### src/rtl/kwdt_pkg.sv
package kwdt_pkg;

  typedef struct packed {
    logic       stop;
    logic       slow;
    logic [2:0] sel;
  } kwdt_mode_t;

  localparam logic REG_MODE    = 1'b0;
  localparam logic REG_RESTART = 1'b1;

endpackage

### src/rtl/kwdt_regs.sv
module kwdt_regs
  import kwdt_pkg::*;
#(
  parameter logic [7:0] KEY        = 8'hAC,
  parameter logic [7:0] READBACK   = 8'h9A,
  parameter logic [4:0] RESET_MODE = 5'h07
) (
  input  logic       clk,
  input  logic       rst_n,
  input  logic       wr_en,
  input  logic       addr,
  input  logic       bit_op,
  input  logic [7:0] wdata,
  output kwdt_mode_t mode,
  output logic       locked,
  output logic       restart_clr,
  output logic       trip,
  output logic [7:0] rdata
);

  kwdt_mode_t mode_q, mode_d;
  logic       locked_q, locked_d;
  logic       mode_wr, restart_wr, key_ok;

  always_comb begin
    mode_wr     = wr_en && (addr == REG_MODE);
    restart_wr  = wr_en && (addr == REG_RESTART);
    key_ok      = restart_wr && !bit_op && (wdata == KEY);
    trip        = (restart_wr && !key_ok) || (mode_wr && locked_q);
    restart_clr = key_ok || (mode_wr && !locked_q);
    mode_d      = mode_q;
    locked_d    = locked_q;
    if (mode_wr && !locked_q) begin
      mode_d   = kwdt_mode_t'(wdata[4:0]);
      locked_d = 1'b1;
    end
  end

  always_ff @(posedge clk or negedge rst_n) begin
    if (!rst_n) begin
      mode_q   <= kwdt_mode_t'(RESET_MODE);
      locked_q <= 1'b0;
    end else begin
      mode_q   <= mode_d;
      locked_q <= locked_d;
    end
  end

  assign mode   = mode_q;
  assign locked = locked_q;
  assign rdata  = (addr == REG_RESTART) ? READBACK : {3'b000, mode_q};

endmodule

### src/rtl/kwdt_counter.sv
module kwdt_counter
  import kwdt_pkg::*;
#(
  parameter int unsigned FAST_BASE = 12,
  parameter int unsigned SLOW_BASE = 9,
  parameter int unsigned CNT_W     = 20
) (
  input  logic             clk,
  input  logic             rst_n,
  input  logic             fast_tick,
  input  logic             slow_tick,
  input  kwdt_mode_t       mode,
  input  logic             clr,
  input  logic             halt,
  output logic             expire,
  output logic [CNT_W-1:0] cnt
);

  localparam int unsigned EXP_W = $clog2(CNT_W + 1);
  localparam logic [CNT_W-1:0] ONE = {{(CNT_W-1){1'b0}}, 1'b1};

  logic [CNT_W-1:0] cnt_q, cnt_d, limit_m1;
  logic [EXP_W-1:0] exp_sel;
  logic             tick;

  always_comb begin
    tick     = !mode.stop && (mode.slow ? slow_tick : fast_tick);
    exp_sel  = (mode.slow ? EXP_W'(SLOW_BASE) : EXP_W'(FAST_BASE)) + EXP_W'(mode.sel);
    limit_m1 = (ONE << exp_sel) - ONE;
    expire   = tick && !halt && !clr && (cnt_q == limit_m1);
    cnt_d    = cnt_q;
    if (clr)               cnt_d = '0;
    else if (tick && !halt) cnt_d = cnt_q + ONE;
  end

  always_ff @(posedge clk or negedge rst_n) begin
    if (!rst_n) cnt_q <= '0;
    else        cnt_q <= cnt_d;
  end

  assign cnt = cnt_q;

endmodule

### src/rtl/keywdt_top.sv
module keywdt_top
  import kwdt_pkg::*;
#(
  parameter int unsigned FAST_BASE   = 12,
  parameter int unsigned SLOW_BASE   = 9,
  parameter logic [7:0]  KEY         = 8'hAC,
  parameter logic [7:0]  READBACK    = 8'h9A,
  parameter logic [4:0]  RESET_MODE  = 5'h07,
  parameter int unsigned SYNC_STAGES = 2
) (
  input  logic       clk,
  input  logic       rst_n,
  input  logic       fast_tick,
  input  logic       slow_tick,
  input  logic       wr_en,
  input  logic       addr,
  input  logic       bit_op,
  input  logic [7:0] wdata,
  output logic [7:0] rdata,
  output logic       overflow
);

  localparam int unsigned MAX_BASE = (FAST_BASE > SLOW_BASE) ? FAST_BASE : SLOW_BASE;
  localparam int unsigned CNT_W    = MAX_BASE + 8;

  logic [SYNC_STAGES-1:0] rst_sync_q;
  logic                   rst_sync_n;
  kwdt_mode_t             mode_w;
  logic                   locked_w, clr_w, trip_w, expire_w;
  logic [CNT_W-1:0]       cnt_w;
  logic                   ovf_q, ovf_d;

  always_ff @(posedge clk or negedge rst_n) begin
    if (!rst_n) rst_sync_q <= '0;
    else        rst_sync_q <= {rst_sync_q[SYNC_STAGES-2:0], 1'b1};
  end
  assign rst_sync_n = rst_sync_q[SYNC_STAGES-1];

  kwdt_regs #(
    .KEY       (KEY),
    .READBACK  (READBACK),
    .RESET_MODE(RESET_MODE)
  ) u_regs (
    .clk        (clk),
    .rst_n      (rst_sync_n),
    .wr_en      (wr_en),
    .addr       (addr),
    .bit_op     (bit_op),
    .wdata      (wdata),
    .mode       (mode_w),
    .locked     (locked_w),
    .restart_clr(clr_w),
    .trip       (trip_w),
    .rdata      (rdata)
  );

  kwdt_counter #(
    .FAST_BASE(FAST_BASE),
    .SLOW_BASE(SLOW_BASE),
    .CNT_W    (CNT_W)
  ) u_cnt (
    .clk      (clk),
    .rst_n    (rst_sync_n),
    .fast_tick(fast_tick),
    .slow_tick(slow_tick),
    .mode     (mode_w),
    .clr      (clr_w),
    .halt     (ovf_q),
    .expire   (expire_w),
    .cnt      (cnt_w)
  );

  always_comb ovf_d = ovf_q || trip_w || expire_w;

  always_ff @(posedge clk or negedge rst_sync_n) begin
    if (!rst_sync_n) ovf_q <= 1'b0;
    else             ovf_q <= ovf_d;
  end

  assign overflow = ovf_q;

endmodule

### config.mk
export PLATFORM = sky130hd
export DESIGN_NAME = keywdt_top
export DESIGN_NICKNAME = d
export VERILOG_FILES = /design/src/rtl/kwdt_pkg.sv /design/src/rtl/kwdt_regs.sv /design/src/rtl/kwdt_counter.sv /design/src/rtl/keywdt_top.sv
export SDC_FILE = /design/constraint.sdc
export NUM_CORES = 1
export LEC_CHECK = 0
export BUFFER_PORTS_ARGS = -buffer_cell sky130_fd_sc_hd__buf_2
export CAP_MARGIN = 5
export CORE_AREA = 5 5 113 62
export DETAILED_ROUTE_END_ITERATION = 7
export DIE_AREA = 0 0 118 67
export GPL_TIMING_DRIVEN = 0
export SYNTH_ARGS = -nofsm -noshare
export SYNTH_HDL_FRONTEND = slang
export SYNTH_HIERARCHICAL = 1
export SYNTH_SLANG_ARGS = --single-unit
### constraint.sdc
create_clock -name clk -period 1.79 [get_ports clk]
set_input_delay 0.2685 -clock clk [delete_from_list [all_inputs] [get_ports clk]]
set_output_delay 0.2685 -clock clk [all_outputs]
set_load 0.005 [all_outputs]
==> results, run 1 <==
- The share of synthesized area occupied by flip-flops and latches is 0.322.
- Setup repair after global routing could not meet its margin everywhere.
- The setup path with the least slack is of type reg2reg.
- The detail route stage leaves a number of antenna-violating nets equal to 0.
- The via count is 2156.
- The combinational cell fraction of total power is 0.403.
- Once layout is done, the placed cells without fillers occupy 2940 um^2.
- The total power divided by cell area is around 970 nW/um^2.
- STA classifies the critical path endpoint as a flop.
- The clock network fraction of total power is 0.326.
- Setup slack on the worst reg-to-reg path comes out at -2.07 ns.
- The wire length of the first global-routing pass is 10.4 mm.
- In the synthesized netlist, the number of instances is around 270.
- The wire length reported by the detailed router is 6.56 mm.
- The predominant post-synthesis flop cell is sky130_fd_sc_hd__dfrtp_1.
- The combined buffer and inverter count along the critical path is 1.
- The signed area change from the synthesized netlist to the final layout is 29.9%.
- Summed over all cells, the static leakage comes to 1.31 nW.
- Measured against the total synthesized area, the mux share comes to 0.0470.
- In this run the vertical extent of the chip is between 60 and 70 um.
- The switching power as a share of total power is 0.359.
- The standard cell core area is just under 6000 um^2.
- The worst setup path is launched from a flop.
- After clock tree synthesis, the clock-pin slew on the worst setup and hold paths is 0.05 ns.
- In this run the worst path has a maximum fanout of 7.
- The share of the cycle needed by the critical path after routing is 2.16.
- The routability-driven placement congestion ratio is 0.913.
- The number of optimization iterations in the first detailed-route pass is 5.
- In this run the clock root is driven by a sky130_fd_sc_hd__clkbuf_16.
- The number of antenna violations at the first check in global routing came to 0.
- After synthesis the cells add up to between 2000 and 2500 um^2.
- The antenna diode count is 0.
- The post-synthesis share of cell area spent on xor and xnor gates is 0.120.
- In the post-route analysis, the smallest setup slack over all paths is -2.07 ns.
- Buffers inserted during clock tree synthesis total 5.
- The endpoint identified for the worst register-to-register timing path is overflow.
- The final reports fail on negative setup slack.
- Counting flops with a built-in enable in the synthesized netlist gives 0.
- The post-route total power is roughly 2.9 mW.
- The Yosys step of the flow raised 6 warnings.
- Entering global routing, the biggest net connects 28 pins.
- The die covers 7910 um^2.
- The final-stage net count is 332.
- The number of buffers inserted by port buffering is 20.
- Cell internal power was estimated by the tool at 1.83 mW.
- The die span in x is 118 um.
- For this run, the total global-route usage over all layers was measured as 0.169.
- During I/O placement, the number of pins put on the boundary was 24.
- The share of total power dissipated in sequential elements is 0.270.
- The post-DP HPWL is 4.84 mm.
- In this run the tightest slew margin relative to its limit is 0.518.
- VDD sags by at most ~530 uV.
- The wire length per cell after detailed routing is 16.9 um.
- The family with the most delay on the worst path is simple AND/OR/NAND/NOR gates.
- Counting distinct cell types in the post-synthesis netlist gives 54.
- The filler-free cell count of the finished design is 388.
- The number of remaining DRC errors is 0.
- Counting tap cells, the placed design contains a total of between 300 and 400 instances.
- The worst register-to-register path begins at u_regs/mode[0].
- The synthesized-area fraction occupied by adder cells is 0.0365.
- For this configuration, the core starts out at a cell density of 0.387.
- In the routed layout, each cell is associated on average with a via count of 5.56.
- Of the total synthesized cell area, the portion taken by AND, OR, NAND and NOR gates is 0.259.
- The worst clock skew is roughly 0.005 ns.
- On the worst path, the slowest cell contributes a delay of ~0.55 ns.
- After global routing the overflow that remains totals 0.
- In the final layout, the share of cells above drive strength 1 is 0.305.
- The share of synthesized flip-flops with an asynchronous set or reset is 1.00.
- Counting along the longest clock path gives a buffer depth of 2.
- After detailed placement, the total cell area comes to 2530 um^2.
- Once layout is complete, the utilization of the core stands at 0.502.
- At the worst endpoint, the arrival time is roughly 4 ns.
- The actual transition at the worst max-transition pin is 0.717 ns.
- Traced cell by cell, the critical path runs through ha_4 > and2_4 > fa_1 > or3_1 > buf_6 > nor2_4 > nand2_1 > ha_4 > or3_4 > a21oi_2 > a22oi_2 > xor2_1 > o221ai_1 > or4_4 > nor4_4 > or3_1.
- The via count of the first global-routing pass came to a little under 2000.
- The clock tree from TritonCTS is done.
- For the worst flop-to-flop path, the logic depth is 16.
- A synthesized cell averages 8.45 um^2.
- The flow ran to the end, but the final reports show violations.
- The H-tree depth is 2.
- After synthesis, the largest family of logic cells by area is simple AND/OR/NAND/NOR gates.
- For this design, the slowest cell found on the critical path is sky130_fd_sc_hd__dfstp_2.
- The number of hold-slack violations in the final timing report is 0.
- The site row count is 20.
- The upper clock frequency limit is 259 MHz.
- The switching power total is 1.03 mW.
- Data on the critical path is required at its endpoint by 2.00 ns.
- Setup violations remaining at the end of the flow were counted as 13.
- The iteration-0 DRC count of the detailed router is about 110.
- The final-report max-slew violation count is 0.
- The final critical delay including setup and external delays is just under 4 ns.
- The clock drives 29 sinks.
- The clock insertion delay at the later pin of the skew report is 0.27 ns.
- The count of max-cap constraint violations is 0.
- The share of the synthesized area in compound gates (AO/OA/AOI/OAI) is 0.156.
- The post-synthesis register bit count is 29.
- The worst hold path class is reg2async.
[layer usage]
layer,track usage,vias up,routed length (um)
met5,0,-,0
met4,0.0343,0,41
met3,0.0492,5,609
met2,0.204,90,2420
met1,0.277,1033,3490
li1,-,1028,-
[layout make-up]
| type | count | area, um^2 |
|---|---|---|
| repair buffers | 37 | 250 |
| clock inverters | 2 | 35.0 |
| multi-input cells | 214 | 1580 |
| clock buffers | 5 | 125 |
| plain buffers | 17 | 103 |
| well taps | 77 | 96.3 |
| fillers | 541 | 2910 |
| flip-flops and latches | 29 | 731 |
| inverters | 7 | 26.3 |
[sequential cells by signal, indices dropped and copies added, names as in the netlist]
| signal | cells |
|---|---|
| u_cnt/cnt | 20 |
| u_regs/mode | 5 |
| rst_sync_q | 2 |
| u_regs/locked | 1 |
| overflow | 1 |
[synth_stat cells, drive strengths merged (2+ instances only)]
cell type | count | area share
o22ai | 3 | 0.0083
nand4 | 4 | 0.011
mux2 | 5 | 0.025
xor2 | 21 | 0.081
buf | 9 | 0.028
and3 | 7 | 0.019
a311oi | 2 | 0.0077
inv | 7 | 0.012
a21oi | 16 | 0.035
ha | 5 | 0.028
nand3 | 8 | 0.018
nand2b | 3 | 0.0083
conb | 2 | 0.0033
o21ai | 12 | 0.027
a211o | 2 | 0.0077
xnor2 | 10 | 0.039
a21o | 2 | 0.0066
dfstp | 3 | 0.035
mux2i | 5 | 0.022
nor4 | 4 | 0.017
and2 | 3 | 0.0083
or3 | 6 | 0.019
a31oi | 3 | 0.0083
nor3 | 7 | 0.015
or4 | 4 | 0.015
dfrtp | 26 | 0.29
o31ai | 3 | 0.0099
nor2 | 32 | 0.053
a22oi | 2 | 0.0066
clkbuf | 10 | 0.017
and4 | 2 | 0.0077
nor2b | 5 | 0.014
nand2 | 18 | 0.030
or2 | 3 | 0.0083
[worst register-to-register path: stages (launching register included)]
cell                       delay (ns)
sky130_fd_sc_hd__dfstp_2         0.55
sky130_fd_sc_hd__ha_4            0.13
sky130_fd_sc_hd__and2_4          0.15
sky130_fd_sc_hd__fa_1            0.42
sky130_fd_sc_hd__or3_1           0.33
sky130_fd_sc_hd__buf_6           0.14
sky130_fd_sc_hd__nor2_4          0.09
sky130_fd_sc_hd__nand2_1         0.10
sky130_fd_sc_hd__ha_4            0.21
sky130_fd_sc_hd__or3_4           0.38
sky130_fd_sc_hd__a21oi_2         0.15
sky130_fd_sc_hd__a22oi_2         0.09
sky130_fd_sc_hd__xor2_1          0.17
sky130_fd_sc_hd__o221ai_1        0.13
sky130_fd_sc_hd__or4_4           0.46
sky130_fd_sc_hd__nor4_4          0.16
sky130_fd_sc_hd__or3_1           0.15
[power by group through the flow]
stage	combinational, mW	clock [mW]	sequential [mW]
2_1_floorplan	0.763	0	0.759
3_3_place_gp	0.986	0	0.784
3_5_place_dp	0.990	0	0.786
4_1_cts	1.08	0.954	0.778
5_1_grt	1.25	0.988	0.783
6_report	1.15	0.934	0.773
[per-stage QoR]
stage / hold WS, ns / TNS (ns) / worst slack [ns]
after floorplan: -0.0271 / -2.11 / -2.02
after global placement: 0.0540 / -6.94 / -2.36
after detailed placement: 0.0546 / -7.41 / -2.38
after CTS: 0.234 / -2.83 / -2.22
after global routing: 0.242 / -3.97 / -2.17
final: 0.195 / -3.02 / -2.07
[layout by cell type (no fill, tap or decap), types with 3 or more instances in the layout]
master	netlist	layout
sky130_fd_sc_hd__a21oi_1	16	15
sky130_fd_sc_hd__a31oi_1	3	3
sky130_fd_sc_hd__and3_1	7	7
sky130_fd_sc_hd__buf_2	3	21
sky130_fd_sc_hd__buf_4	3	18
sky130_fd_sc_hd__buf_6	2	3
sky130_fd_sc_hd__clkbuf_1	10	7
sky130_fd_sc_hd__clkbuf_16	0	5
sky130_fd_sc_hd__clkbuf_2	0	3
sky130_fd_sc_hd__conb_1	2	3
sky130_fd_sc_hd__dfrtp_1	26	25
sky130_fd_sc_hd__dfstp_2	3	3
sky130_fd_sc_hd__ha_4	0	3
sky130_fd_sc_hd__inv_1	7	7
sky130_fd_sc_hd__mux2_2	5	5
sky130_fd_sc_hd__mux2i_1	5	5
sky130_fd_sc_hd__nand2_1	18	16
sky130_fd_sc_hd__nand2b_1	3	3
sky130_fd_sc_hd__nand3_1	8	5
sky130_fd_sc_hd__nand3_2	0	3
sky130_fd_sc_hd__nand4_1	4	4
sky130_fd_sc_hd__nor2_1	32	29
sky130_fd_sc_hd__nor2b_1	5	4
sky130_fd_sc_hd__nor3_2	0	3
sky130_fd_sc_hd__o21ai_0	12	11
sky130_fd_sc_hd__o22ai_1	3	3
sky130_fd_sc_hd__o31ai_1	3	3
sky130_fd_sc_hd__or2_2	3	3
sky130_fd_sc_hd__or3_1	5	4
sky130_fd_sc_hd__xnor2_1	10	10
sky130_fd_sc_hd__xor2_1	21	20
[worst max path at each step]
stage,cells after the start,end,from
floorplan,17,overflow,u_regs/mode[0]
global placement,17,overflow,u_regs/mode[3]
detailed placement,17,overflow,u_regs/mode[3]
CTS,16,overflow,u_regs/mode[0]
global route,16,overflow,u_regs/mode[0]
finish,16,overflow,u_regs/mode[0]
[what timing repair did]
action / 4_1_cts / 5_1_grt
endpoints found under the hold margin: 2 / 0
endpoints found under the setup margin: 17 / 15
pin swaps: 13 / 6
gates resized for setup: 20 / 7
setup buffers: 15 / 0
hold buffers: 1 / 0
cloned: 0 / 0
[cells by family (layout without fill, tap and decap cells)]
| family | count (synthesis) | in the layout |
|---|---|---|
| AOI/OAI and AO/OA | 55 | 55 |
| muxes | 10 | 10 |
| DFF | 29 | 29 |
| other | 2 | 3 |
| buffers and inverters | 26 | 68 |
| adders and majority gates | 6 | 6 |
| and+or+nand+nor | 109 | 109 |
| xor gates and xnor gates | 31 | 31 |
No activity file was read; power rests on OpenSTA's default activity.
==> run 2, diff against run 1 <==
--- a/config.mk
+++ b/config.mk
@@ -8,6 +8,7 @@
 export BUFFER_PORTS_ARGS = -buffer_cell sky130_fd_sc_hd__buf_2
 export CAP_MARGIN = 5
 export CORE_AREA = 5 5 113 62
+export CTS_BUF_LIST = sky130_fd_sc_hd__clkbuf_8
 export DETAILED_ROUTE_END_ITERATION = 7
 export DIE_AREA = 0 0 118 67
 export GPL_TIMING_DRIVEN = 0
==> results, run 2 (synthesis gave the netlist of run 1 again) <==
- The run finished, with violations left.
- The checks that failed: negative setup slack.
- The routability-driven placement congestion ratio is 0.913 (unchanged).
- The via count is 2121 (-1.6%).
- The sequential standard cell area was 731 um^2 (unchanged).
- The wire length of the first global-routing pass is 10.4 mm (-0.39%).
- The share of cells above drive strength 1 is 0.302 (-0.00322).
- The via count of the first global-routing pass is 1918 (-0.83%).
- The number of cells in the design after placement is 366 (unchanged).
- The number of flip-flops under the largest register name came to 20 (unchanged).
- The die span in x is 118 um (unchanged).
- The total die area was 7910 um^2 (unchanged).
- The number of hold-slack violations in the final timing report was 0 (unchanged).
- The count of max-cap constraint violations is 0 (unchanged).
- The share of the cycle needed by the critical path after routing is 2.15 (-0.00383).
- The kind of end point of the critical path is a flop.
- The critical path is of the reg2reg type.
- The iteration-0 DRC count of the detailed router is 150 (+33%).
- The post-route total power came to 2.59 mW (-9.5%).
- The number of buffers inserted by port buffering was 20 (unchanged).
- The worst slack at placement is -2.38 ns (unchanged).
- The number of optimization iterations in the first detailed-route pass is 5 (unchanged).
- The number of buffers on the longest clock path is 2 (unchanged).
- The leakage power of the design is 1.28 nW (-2.2%).
- The final antenna-violating net count is 0 (unchanged).
- The setup total negative slack came to -3.03 ns (-0.0124 ns).
- The filler cell count is 548 (+1.3%).
- The total global routing overflow is 0 (unchanged).
- The switching power total is 0.996 mW (-3.0%).
- The headroom to the max-slew limit is 0.518 (-0.000666).
- The post-DP HPWL was 4.84 mm (unchanged).
- The switching power as a share of total power is 0.385 (+0.0259).
- The final-report max-slew violation count came to 0 (unchanged).
- The final critical delay including setup and external delays is 3.86 ns (-0.00685 ns).
- The internal power came to 1.59 mW (-13%).
- The die height is 67 um (unchanged).
- The worst setup path is launched from a flop.
- The combinational cell fraction of total power came to 0.445 (+0.042).
- The starting density of the core is 0.387 (unchanged).
- Relative to the synthesized area, the layout overhead comes to 27.3%.
- The critical path starts at u_regs/mode[0].
- The actual transition at the worst max-transition pin was 0.718 ns (+0.000990 ns).
- The antenna diode count is 0 (unchanged).
- The cell at the root of the clock tree is sky130_fd_sc_hd__clkbuf_8.
- In the layout the commonest cells are 29 x sky130_fd_sc_hd__nor2_1, 25 x sky130_fd_sc_hd__dfrtp_1, 21 x sky130_fd_sc_hd__buf_2.
- The worst setup slack after layout is -2.07 ns (+0.00685 ns).
- The wire length reported by the detailed router is 6.49 mm (-1.1%).
- The total power divided by cell area is 897 nW/um^2 (-7.7%).
- The share of power burned in registers is 0.299 (+0.029).
- The clock sink total is 29 (unchanged).
- The min-delay analysis places its worst path in the category reg2async.
- The final-stage net count is 332 (unchanged).
- The worst clock skew came to 0.00768 ns (+0.00279 ns).
- The standard cell core area is 5860 um^2 (unchanged).
- The filler-free cell count of the finished design is 388 (unchanged).
- The H-tree depth is 2 (unchanged).
- In this run the critical register-to-register path is launched from u_regs/mode[0].
- The total CTS buffers came to 5 (unchanged).
- The site row count was 20 (unchanged).
- The combined area of the multi-input logic cells is 1580 um^2 (unchanged).
- The worst path arrival time is 4.07 ns (about the same).
- The peak fanout along the critical path is 7 (unchanged).
- The clock edge transition at the registers on the reported setup and hold paths is 0.07 ns (+0.02 ns).
- The wire length per cell after detailed routing is 16.7 um (-1.1%).
- The global-route usage over all layers is 0.169 (-0.000371).
- The maximum number of pins on one net before global-route repair came to 28 (unchanged).
- TritonCTS built the clock tree.
- The upper clock frequency limit is 259 MHz (+0.18%).
- The number of top-level design ports came to 24 (unchanged).
- The via-per-instance ratio is 5.47 (-1.6%).
- The clock insertion delay at the later pin of the skew report is 0.28 ns (about the same).
- The required arrival time at the worst endpoint is 2.01 ns (about the same).
- Setup repair after global routing could not meet its margin everywhere.
- The worst hold-check slack came to 0.188 ns (-0.00712 ns).
- The total setup violations reported at the end of the flow is 12 (-1).
- The peak ir drop on the vdd network is 492 uV (-6.6%).
- The library cell used most frequently in the layout, excluding fill and tap cells, is sky130_fd_sc_hd__nor2_1.
- The number of remaining DRC errors is 0 (unchanged).
- The clock network fraction of total power is 0.256 (-0.070).
- The number of antenna violations at the first check in global routing was 0 (unchanged).
## run 2: changes by cell type in the layout (fill, tap and decap cells not counted)
| cell | change |
|---|---|
| sky130_fd_sc_hd__clkbuf_16 | -5 |
| sky130_fd_sc_hd__clkbuf_8 | +5 |
| sky130_fd_sc_hd__clkbuf_1 | +1 |
| sky130_fd_sc_hd__clkbuf_2 | -1 |
## run 2: power groups by stage
stage | sequential (mW) | clock, mW | combinational, mW
after floorplan | 0.759 | 0 | 0.763
after global placement | 0.784 | 0 | 0.986
after detailed placement | 0.786 | 0 | 0.990
after CTS | 0.777 | 0.677 | 1.08
after global routing | 0.782 | 0.714 | 1.25
final | 0.773 | 0.664 | 1.15
## run 2: critical path, stage by stage, from the launching register on
cell,delay [ns]
sky130_fd_sc_hd__dfstp_2,0.55
sky130_fd_sc_hd__ha_4,0.14
sky130_fd_sc_hd__and2_4,0.15
sky130_fd_sc_hd__fa_1,0.42
sky130_fd_sc_hd__or3_1,0.33
sky130_fd_sc_hd__buf_6,0.14
sky130_fd_sc_hd__nor2_4,0.08
sky130_fd_sc_hd__nand2_1,0.10
sky130_fd_sc_hd__ha_4,0.21
sky130_fd_sc_hd__or3_4,0.38
sky130_fd_sc_hd__a21oi_2,0.15
sky130_fd_sc_hd__a22oi_2,0.08
sky130_fd_sc_hd__xor2_1,0.16
sky130_fd_sc_hd__o221ai_1,0.13
sky130_fd_sc_hd__or4_4,0.46
sky130_fd_sc_hd__nor4_4,0.16
sky130_fd_sc_hd__or3_1,0.15
## run 2: worst paths after layout
kind                                  endpoint  depth (start not counted)  slack, ns
min in group clk                u_regs/mode[3]                          2       0.23
worst max register to register        overflow                         16      -2.07
worst min-delay path            u_regs/mode[3]                          0       0.19
worst max-delay path                  overflow                         16      -2.07
max in group asynchronous         u_cnt/cnt[2]                          1       1.14
worst min register to register  u_regs/mode[3]                          0       0.19
## run 2: stage by stage
stage                     area (um^2)  utilization
after global routing             2880        0.493
final                            2880        0.493
after detailed placement         2530        0.432
after floorplan                  2330            -
after global placement           2530        0.432
after CTS                        2830        0.484
## run 2: timing repair
item                       in CTS  in global routing
hold endpoints to repair        2                  0
gates resized for setup        20                  5
setup endpoints to repair      17                 15
pin swaps                      13                  6
hold buffers                    1                  0
buffers inserted               15                  0
## run 2: final cells by class
class / count / share of cell area
well taps: 77 / 0.0334
clock buffers: 5 / 0.0239
repair buffers: 37 / 0.0868
plain buffers: 17 / 0.0351
inverters: 7 / 0.00911
multi-input cells: 214 / 0.546
flip-flops and latches: 29 / 0.253
clock inverters: 2 / 0.0121
## run 2: routing by layer
metal,global-route usage,share of wire
met2,0.204,0.36
met1,0.275,0.54
met5,0,0
met4,0.0343,0.0066
met3,0.0517,0.095
